<file path="config.mk">
export PLATFORM = sky130hd
export DESIGN_NAME = evt_updown_cnt
export DESIGN_NICKNAME = d
export VERILOG_FILES = /design/src/rtl/evc_pkg.sv /design/src/rtl/evc_edge_sync.sv /design/src/rtl/evc_cfg_regs.sv /design/src/rtl/evc_count_core.sv /design/src/rtl/evt_updown_cnt.sv
export SDC_FILE = /design/constraint.sdc
export NUM_CORES = 1
export LEC_CHECK = 0
export BUFFER_PORTS_ARGS = -buffer_cell sky130_fd_sc_hd__buf_4
export CAP_MARGIN = 20
export CORE_UTILIZATION = 52
export DETAILED_ROUTE_END_ITERATION = 10
export GPL_TIMING_DRIVEN = 1
export PLACE_DENSITY = 0.75
export SLEW_MARGIN = 5
export SYNTH_ARGS = -nofsm -noshare
export SYNTH_HDL_FRONTEND = slang
export SYNTH_SLANG_ARGS = --single-unit
</file>
<file path="constraint.sdc">
create_clock -name clk -period 2.45 [get_ports clk]
set_input_delay 0.1225 -clock clk [delete_from_list [all_inputs] [get_ports clk]]
set_output_delay 0.1225 -clock clk [all_outputs]
set_load 0.05 [all_outputs]
</file>
<file path="src/rtl/evc_pkg.sv">
// Shared types and field positions for the up/down event counter.
// Assumes the written mode byte sits in the low eight bits of the write data.
package evc_pkg;

    localparam int MODE_W = 8;

    // Bit positions within the written mode byte
    localparam int BIT_PULSE = 2;
    localparam int BIT_RSVD  = 3;
    localparam int BIT_DSRC  = 4;
    localparam int BIT_RISE  = 5;
    localparam int BIT_FREE  = 6;

    // Operation-mode field value that enables event counting
    localparam logic [1:0] OP_EVENT = 2'b01;

    // Write-port targets
    typedef enum logic [1:0] {
        SEL_MODE   = 2'd0,
        SEL_RELOAD = 2'd1,
        SEL_DIR    = 2'd2,
        SEL_RUN    = 2'd3
    } wsel_e;

    // Decoded mode: only the fields the hardware acts on are stored
    typedef struct packed {
        logic       free_run;
        logic       edge_rise;
        logic       dir_from_pin;
        logic       pulse_en;
        logic [1:0] op_mode;
    } mode_t;

endpackage

</file>
<file path="src/rtl/evc_edge_sync.sv">
// Synchronizes an asynchronous event input and detects one selected edge.
// Produces a one-clock pulse per selected edge of the synchronized signal.
// Assumes SYNC_STAGES >= 2 and that the input stays stable for at least two
// clocks between edges.
module evc_edge_sync #(
    parameter int SYNC_STAGES = 2
) (
    input  logic clk,
    input  logic rst_n,
    input  logic async_in,
    input  logic edge_rise,
    output logic evt_pulse
);

    localparam int TOP = SYNC_STAGES - 1;

    logic [SYNC_STAGES-1:0] sync_chain;
    logic                   prev_lvl;
    logic                   cur_lvl;

    // Synchronizer shift chain plus one delayed copy for edge detection
    always_ff @(posedge clk) begin
        if (!rst_n) begin
            sync_chain <= '0;
            prev_lvl   <= 1'b0;
        end else begin
            sync_chain <= {sync_chain[TOP-1:0], async_in};
            prev_lvl   <= sync_chain[TOP];
        end
    end

    assign cur_lvl = sync_chain[TOP];

    // Select rising or falling transition of the synchronized level
    always_comb begin
        if (edge_rise) begin
            evt_pulse = cur_lvl & ~prev_lvl;
        end else begin
            evt_pulse = ~cur_lvl & prev_lvl;
        end
    end

endmodule

</file>
<file path="src/rtl/evc_cfg_regs.sv">
// Holds the mode fields, the reload value, the direction bit and the run bit.
// Flags a reload write made while stopped so the counter can take the value.
// Assumes CNT_W >= MODE_W.
module evc_cfg_regs
    import evc_pkg::*;
#(
    parameter int CNT_W = 16
) (
    input  logic             clk,
    input  logic             rst_n,
    input  logic             wr_en,
    input  logic [1:0]       wr_sel,
    input  logic [CNT_W-1:0] wr_data,
    output mode_t            mode_q,
    output logic [CNT_W-1:0] reload_q,
    output logic             dir_bit_q,
    output logic             run_q,
    output logic             load_now
);

    wsel_e sel;
    assign sel = wsel_e'(wr_sel);

    // Register updates from the write port
    always_ff @(posedge clk) begin
        if (!rst_n) begin
            mode_q    <= '0;
            reload_q  <= '0;
            dir_bit_q <= 1'b0;
            run_q     <= 1'b0;
        end else if (wr_en) begin
            case (sel)
                SEL_MODE: begin
                    mode_q.op_mode      <= wr_data[1:0];
                    mode_q.pulse_en     <= wr_data[BIT_PULSE];
                    mode_q.dir_from_pin <= wr_data[BIT_DSRC];
                    mode_q.edge_rise    <= wr_data[BIT_RISE];
                    mode_q.free_run     <= wr_data[BIT_FREE];
                end
                SEL_RELOAD: reload_q  <= wr_data;
                SEL_DIR:    dir_bit_q <= wr_data[0];
                SEL_RUN:    run_q     <= wr_data[0];
                default:    ;
            endcase
        end
    end

    // A reload write while stopped also loads the counter
    assign load_now = wr_en && (sel == SEL_RELOAD) && !run_q;

endmodule

</file>
<file path="src/rtl/evc_count_core.sv">
// Up/down counter with a reload-or-wrap choice at both ends. Drives a
// one-cycle wrap flag and a toggle flop for the pulse output.
// Assumes step_en and load_en are never high in the same cycle.
module evc_count_core #(
    parameter int CNT_W = 16
) (
    input  logic             clk,
    input  logic             rst_n,
    input  logic             step_en,
    input  logic             count_up,
    input  logic             free_run,
    input  logic             toggle_en,
    input  logic             load_en,
    input  logic [CNT_W-1:0] load_val,
    input  logic [CNT_W-1:0] reload_val,
    output logic [CNT_W-1:0] count_q,
    output logic             wrap_q,
    output logic             pulse_q
);

    localparam logic [CNT_W-1:0] ALL_ONES = '1;
    localparam logic [CNT_W-1:0] ZERO     = '0;
    localparam logic [CNT_W-1:0] ONE      = {{(CNT_W-1){1'b0}}, 1'b1};

    logic             at_top;
    logic             at_bot;
    logic             wrap_now;
    logic [CNT_W-1:0] next_step;

    // Next value for one counted event, including end-of-range handling
    always_comb begin
        at_top = (count_q == ALL_ONES);
        at_bot = (count_q == ZERO);
        if (count_up) begin
            wrap_now  = at_top;
            next_step = at_top ? (free_run ? ZERO : reload_val) : count_q + ONE;
        end else begin
            wrap_now  = at_bot;
            next_step = at_bot ? (free_run ? ALL_ONES : reload_val) : count_q - ONE;
        end
    end

    // Count register: software load when stopped, else step on an event
    always_ff @(posedge clk) begin
        if (!rst_n) begin
            count_q <= '0;
        end else if (load_en) begin
            count_q <= load_val;
        end else if (step_en) begin
            count_q <= next_step;
        end
    end

    // Wrap flag and pulse toggle, aligned with the wrapped count
    always_ff @(posedge clk) begin
        if (!rst_n) begin
            wrap_q  <= 1'b0;
            pulse_q <= 1'b0;
        end else begin
            wrap_q  <= step_en & wrap_now;
            pulse_q <= pulse_q ^ (step_en & wrap_now & toggle_en);
        end
    end

endmodule

</file>
<file path="src/rtl/evt_updown_cnt.sv">
// Top of the up/down external event counter. Combines the configuration
// registers, the event synchronizer and the counter core. The direction
// comes from a register bit or from the shared pin. The pulse output drives
// that pin only when the pin is not used for direction.
module evt_updown_cnt
    import evc_pkg::*;
#(
    parameter int CNT_W       = 16,
    parameter int SYNC_STAGES = 2
) (
    input  logic             clk,
    input  logic             rst_n,
    input  logic             wr_en,
    input  logic [1:0]       wr_sel,
    input  logic [CNT_W-1:0] wr_data,
    input  logic             evt_in,
    input  logic             dir_pin_in,
    output logic [CNT_W-1:0] count_q,
    output logic             wrap_irq,
    output logic             pulse_out,
    output logic             pulse_oe
);

    mode_t            mode_q;
    logic [CNT_W-1:0] reload_q;
    logic             dir_bit_q;
    logic             run_q;
    logic             reload_load;
    logic             evt_pulse;
    logic             run_cnt;
    logic             step_en;
    logic             count_up;
    logic             dir_src;

    evc_cfg_regs #(.CNT_W(CNT_W)) u_cfg (
        .clk       (clk),
        .rst_n     (rst_n),
        .wr_en     (wr_en),
        .wr_sel    (wr_sel),
        .wr_data   (wr_data),
        .mode_q    (mode_q),
        .reload_q  (reload_q),
        .dir_bit_q (dir_bit_q),
        .run_q     (run_q),
        .load_now  (reload_load)
    );

    evc_edge_sync #(.SYNC_STAGES(SYNC_STAGES)) u_sync (
        .clk       (clk),
        .rst_n     (rst_n),
        .async_in  (evt_in),
        .edge_rise (mode_q.edge_rise),
        .evt_pulse (evt_pulse)
    );

    // Counting is allowed only in event mode with the run bit set
    assign run_cnt  = run_q && (mode_q.op_mode == OP_EVENT);
    assign step_en  = run_cnt && evt_pulse;
    // Direction from pin level or register bit, sampled with the event
    assign dir_src  = mode_q.dir_from_pin;
    assign count_up = dir_src ? dir_pin_in : dir_bit_q;
    // The pin is driven only when it is not the direction input
    assign pulse_oe = mode_q.pulse_en && !dir_src;

    evc_count_core #(.CNT_W(CNT_W)) u_core (
        .clk        (clk),
        .rst_n      (rst_n),
        .step_en    (step_en),
        .count_up   (count_up),
        .free_run   (mode_q.free_run),
        .toggle_en  (pulse_oe),
        .load_en    (reload_load),
        .load_val   (wr_data),
        .reload_val (reload_q),
        .count_q    (count_q),
        .wrap_q     (wrap_irq),
        .pulse_q    (pulse_out)
    );

endmodule

</file>
=== Word-level counts from Yosys, hierarchy flattened ===
Index checks and enable logic that the tools add are counted.

* Register bits after elaboration: 45
* Bits of input ports: 23
* Output and inout bits: 19
* Logic and storage cells: 51

* Add/subtract/negate cells: 2
* Equality and inequality tests: 5
* Mux-type cells: 10
* Bitwise logic cells: 7
* Reduce and logical (&&, ||, !) cells: 14

{| class="wikitable"
|+ Operators by type and width
! operator !! count
|-
| $mux 16 || 7
|-
| $add 16x1->16 const B || 1
|-
| $eq 16x16->1 const B || 1
|-
| $logic_not 16->1 || 1
|-
| $sub 16x1->16 const B || 1
|-
| $reduce_and 2->1 || 4
|-
| $logic_and 1x1->1 || 5
|-
| $and 1x1->1 || 4
|-
| $eq 2x1->1 const B || 2
|-
| $eq 2x2->1 const B || 2
|-
| $mux 1 || 3
|-
| $logic_not 1->1 || 2
|-
| $logic_not 2->1 || 1
|-
| $not 1->1 || 2
|-
| $reduce_bool 2->1 || 1
|-
| $xor 1x1->1 || 1
|}

=== Depth between registers and ports, before layout ===
* Depth after elaboration: 7
* Depth in mapped cells: 9
* Depth with buffers taken out: 7

=== Cells and area by module ===
Synthesis repeated with hierarchy kept, for this count alone.

* Cells, all modules: 385
* Area total of the unflattened synthesis: 3,014.1 sq um

{| class="wikitable"
|+ By module, submodules not included
! module !! times used !! cells each !! area each (sq um) !! seq. area each (sq um)
|-
| evc_count_core || 1 || 274 || 1,929.4 || 360.3
|-
| evc_cfg_regs || 1 || 99 || 948.4 || 480.5
|-
| evc_edge_sync || 1 || 9 || 102.6 || 60.1
|-
| evt_updown_cnt || 1 || 3 || 33.8 || 0.0
|}

=== Worst setup path before layout ===
OpenSTA, ideal clock, no wires.

* Path kind: register to register
* Start: reg u_core.count_q[1]
* End: reg u_core.count_q[8]
* Setup time: 0.122 ns
* Arrival time: 2.499 ns
* Data required time: 2.328 ns
* Path slack: -0.171 ns
* Stages on the path, launching flop included: 10
* Buffers on the path: 2
* Clock period less this slack: 2.621 ns
* Path through: dfxtp_1 > clkbuf_1 > inv_1 > ha_1 > buf_2 > or4b_1 > or4_1 > xor2_1 > a21oi_1 > o311a_1

* Cells in the longest elaborated chain, start to end: 5
* Elaborated cells on any way between the ends: 9
* Those cells by class: add/sub (2); eq/ne (1); mux (5); reduce/logical (1)

{| class="wikitable"
|+ RTL lines
! item !! line !! text
|-
| from (decl) || evc_count_core.sv:16 || <nowiki>output logic [CNT_W-1:0] count_q,</nowiki>
|-
| from (signal assigned) || evc_count_core.sv:48 || <nowiki>count_q <= load_val;</nowiki>
|-
| from (signal assigned) || evc_count_core.sv:50 || <nowiki>count_q <= next_step;</nowiki>
|-
| $sub 16x1->16, or another cell as far along || evc_count_core.sv:39 || <nowiki>next_step = at_bot ? (free_run ? ALL_ONES : reload_val) : count_q - ONE;</nowiki>
|-
| $mux 16, on equally long branches || evc_count_core.sv:39, evc_count_core.sv:36 ||
|-
| $mux 16 * || evc_count_core.sv:34 || <nowiki>if (count_up) begin</nowiki>
|-
| $mux 16 * || evc_count_core.sv:49 || <nowiki>end else if (step_en) begin</nowiki>
|-
| $mux 16 * || evc_count_core.sv:47 || <nowiki>end else if (load_en) begin</nowiki>
|}

Every way passes the cells marked *; elsewhere a longest branch is shown, timed or not. The select of a mux whose other input is x is not followed.
A chain may end at the register's enable or synchronous reset.

=== Final worst setup path ===
Same ends and word-level chain as after synthesis.

==> out/results.txt <==
The flow ran to the end, and the final reports show no timing, DRC or antenna violations. Timing would allow up to 0.440 GHz. The run gives 0 as the count of warnings emitted by yosys.

The run gives 229 ps as the pre-CTS setup slack. Tracing the worst setup path back leads to its startpoint at u_core.count_q[1]$_SDFFE_PN0P_. For this design the static power due to leakage is 1.44 nW.

The floorplan step set the die width to 77.9 microns. STA classifies the critical path startpoint as a flop. Across the whole layout, storage elements account for 906 sq um.

In this run, synthesis inferred 0 flip-flops with an integrated enable. The detail route stage leaves a number of antenna-violating nets equal to 0. The library cell used most frequently in the layout, excluding fill and tap cells, is sky130_fd_sc_hd__buf_4. For this configuration, the core starts out at a cell density of 54.0%.

Measured along the y axis, the die boundary spans 77.9 microns. In this run the worst path has a maximum fanout of 10. Max-slew violation count: 0.

After the first detailed-routing iteration, the DRC count stood at 281. Traced cell by cell, the critical path runs through inv_1 > ha_1 > or4b_1 > or4_1 > xor2_1 > a21oi_1 > o311a_1. Setup repair after global routing left no endpoint under its margin.

Number of buffers created by CTS: 5. The area growth from synthesis to layout is 20.0%. Setup total negative slack on the finished layout was measured at 0 ps. After clock tree synthesis, the setup repair step added 0 buffers.

Of the synthesized area, sequential elements account for 30.1%. The synthesized instance count is 389, and the mean instance size in the synthesized netlist is 7.69 sq um. The critical path is of the reg2reg type. The H-tree generated during clock tree synthesis spans 2 levels. The run gives 7050 microns as the half-perimeter wire length after detailed placement.

The critical path capture point type was a flop. The tools report the launch instance of the worst min-delay path as evt_in. For the setup slack after layout, the log shows 178 ps. The via count of the first global-routing pass is 3101, and the length of the first detailed-routing pass in iterations is 5. The cell sitting at the root of the clock tree is a sky130_fd_sc_hd__clkbuf_8.

TritonCTS built the clock tree. Entering global routing, the biggest net connects 24 pins. The I/O pin total was 42; the clock-pin slew on the worst setup and hold paths was 110 ps. The logs give 34.2% for the global-route usage over all layers and 27 for the total number of placement rows.

The number of gates resized after CTS was 0. The fill cell instance count of the final layout is 516. The number of antenna diodes in the final layout is 0. The area inside the core boundary was 0.00554 sq mm. Synthesis instantiated 65 different standard cells from the library. For the number of hold-slack violations in the final timing report, the log shows 0.

The worst-skew pair later-pin latency came out at 310 ps. The clock tree buffer depth was 2. For the worst setup path, the data arrival time is 2480 ps. For this design, the sink count on the clock tree is 45.

For the final setup violation count, the log shows 0. Worst min-delay path category: in2reg. The logs give 16100 microns for the global-route wire length before repair and 3216 for the total via count after detailed routing.

The tools report the count of unresolved DRC violations after routing as 0. The final worst clock skew is 11.3 ps. The fraction of layout instances using a drive strength above 1 was 21.8%; the remaining global-route overflow was 0. The tools report the net count after synthesis as 415.

The die covers 0.00606 sq mm. The final routed wirelength across all metal layers is 9630 microns. Dividing the final minimum period by the clock period gives 92.7%. Once layout is complete, the utilization of the core stands at 64.8%. The tools report the reg-to-reg critical path startpoint as u_core.count_q[1]$_SDFFE_PN0P_. The last weighted congestion value of the routability-driven placer came out at 0.945. In the routed layout, each cell is associated on average with a via count of 6.33. For this run, the number of standard cells in the final layout without fillers is 508. Maximum single-stage delay on the critical path: 490 ps. In this run, synthesis produced a sequential element count of 45.

Among all stages on the critical path, the largest delay is contributed by sky130_fd_sc_hd__or4b_1. The run gives 56.1% as the worst relative slew slack. The tools report the peak supply drop as 0.280 mV. In the synthesized netlist the dominant register cell turns out to be sky130_fd_sc_hd__dfxtp_1. Data on the critical path is required at its endpoint by 2660 ps.

Leaving out fill and tap cells, the most frequent cells in the layout are sky130_fd_sc_hd__buf_4 (69), sky130_fd_sc_hd__nand2_1 (58), sky130_fd_sc_hd__dfxtp_1 (43). Summing every instance area after synthesis gives 0.00299 sq mm. The post-detailed-route wirelength per cell works out to 18.9 microns. The number of nets in the layout was 461; the number of antenna violations at the first check in global routing was 0.

The transition at the pin with the smallest max-transition slack is 652 ps. Once placement completed, the tool counted placed cells totaling 500. The minimum period implied by the final worst setup slack is 2270 ps, and the total of max-cap violations is 0.

The completed layout was analyzed and its total power is 1.87 mW. Summing all multi-input logic gate instances after layout gives 0.00194 sq mm. The proportion of register bits with asynchronous set or reset after synthesis is 0%, and the power per unit of standard cell area is 521 mW/mm^2.

Buffers inserted to repair hold after CTS numbered 0. Number of I/O port buffers: 41.
[metal layers]
layer	vias to the layer above	track usage, %	routed length, microns	part of all wire, %
li1	1529	-	-	-
met1	1513	47.1	4230	44
met2	153	51.3	4330	45
met3	21	7.06	830	8.6
met4	0	14.5	233	2.4
met5	-	0	0	0
[report_power, final]
group / switching [mW] / total, mW / internal (mW)
registers: 0.0386 / 0.796 / 0.757
clock network: 0.313 / 0.529 / 0.216
logic: 0.317 / 0.546 / 0.229
[logic make-up after synthesis]
group / share of synthesized area, %
multiplexers: 4.10
AO/OA/AOI/OAI: 24.6
adder cells (fa/ha/maj): 1.25
AND/OR/NAND/NOR: 29.9
flip-flops: 30.1
buffers and inverters: 5.40
XOR/XNOR: 4.68
[area by class of cell]
type	count	area share, %
multi-input cells	307	54.2
flip-flops and latches	45	25.2
clock buffers	5	1.92
inverters	6	0.627
repair buffers	70	14.7
clock inverters	3	0.802
well taps	72	2.51
[final timing paths]
kind | slack, ps | depth (start not counted) | to
min | 6 | 2 | u_sync.sync_chain[0]$_SDFF_PN0_
max reg2reg | 180 | 7 | u_core.count_q[8]$_SDFFE_PN0P_
min reg2reg | 450 | 1 | u_sync.sync_chain[1]$_SDFF_PN0_
max | 180 | 7 | u_core.count_q[8]$_SDFFE_PN0P_
[sequential cells by signal, summed over array words and instances (netlist names)]
register / cells
u_cfg.dir_bit_q: 1
u_cfg.run_q: 1
u_core.pulse_q: 1
u_core.wrap_q: 1
u_sync.prev_lvl: 1
u_sync.sync_chain: 2
u_cfg.mode_q: 6
u_core.count_q: 16
u_cfg.reload_q: 16
[through the flow]
stage          area, sq um  hold WS, ps
2_1_floorplan         3010          250
3_3_place_gp          3480          334
4_1_cts               3590         7.28
6_report              3590         5.98
5_1_grt               3590         3.34
3_5_place_dp          3490          338
[synth_stat cells (9+ instances only)]
cell / number / area [sq um]
sky130_fd_sc_hd__a21oi_1: 32 / 160
sky130_fd_sc_hd__a31oi_1: 11 / 68.8
sky130_fd_sc_hd__mux2i_1: 10 / 100
sky130_fd_sc_hd__clkbuf_1: 19 / 71.3
sky130_fd_sc_hd__dfxtp_1: 45 / 901
sky130_fd_sc_hd__nand3_1: 16 / 80.1
sky130_fd_sc_hd__o21ai_0: 17 / 85.1
sky130_fd_sc_hd__nor2_1: 29 / 109
sky130_fd_sc_hd__xnor2_1: 9 / 78.8
sky130_fd_sc_hd__nand2_1: 58 / 218
sky130_fd_sc_hd__buf_2: 9 / 45.0
sky130_fd_sc_hd__nor3_1: 12 / 60.1
[critical path, delay by kind of cell, from the launching register on]
family / cells / cell delay, ps
AND/OR/NAND/NOR: 2 / 920
AO/OA/AOI/OAI: 2 / 450
flip-flops: 1 / 390
adder cells (fa/ha/maj): 1 / 160
XOR/XNOR: 1 / 160
buffers and inverters: 1 / 100
Power figures use the tool's default switching activity.
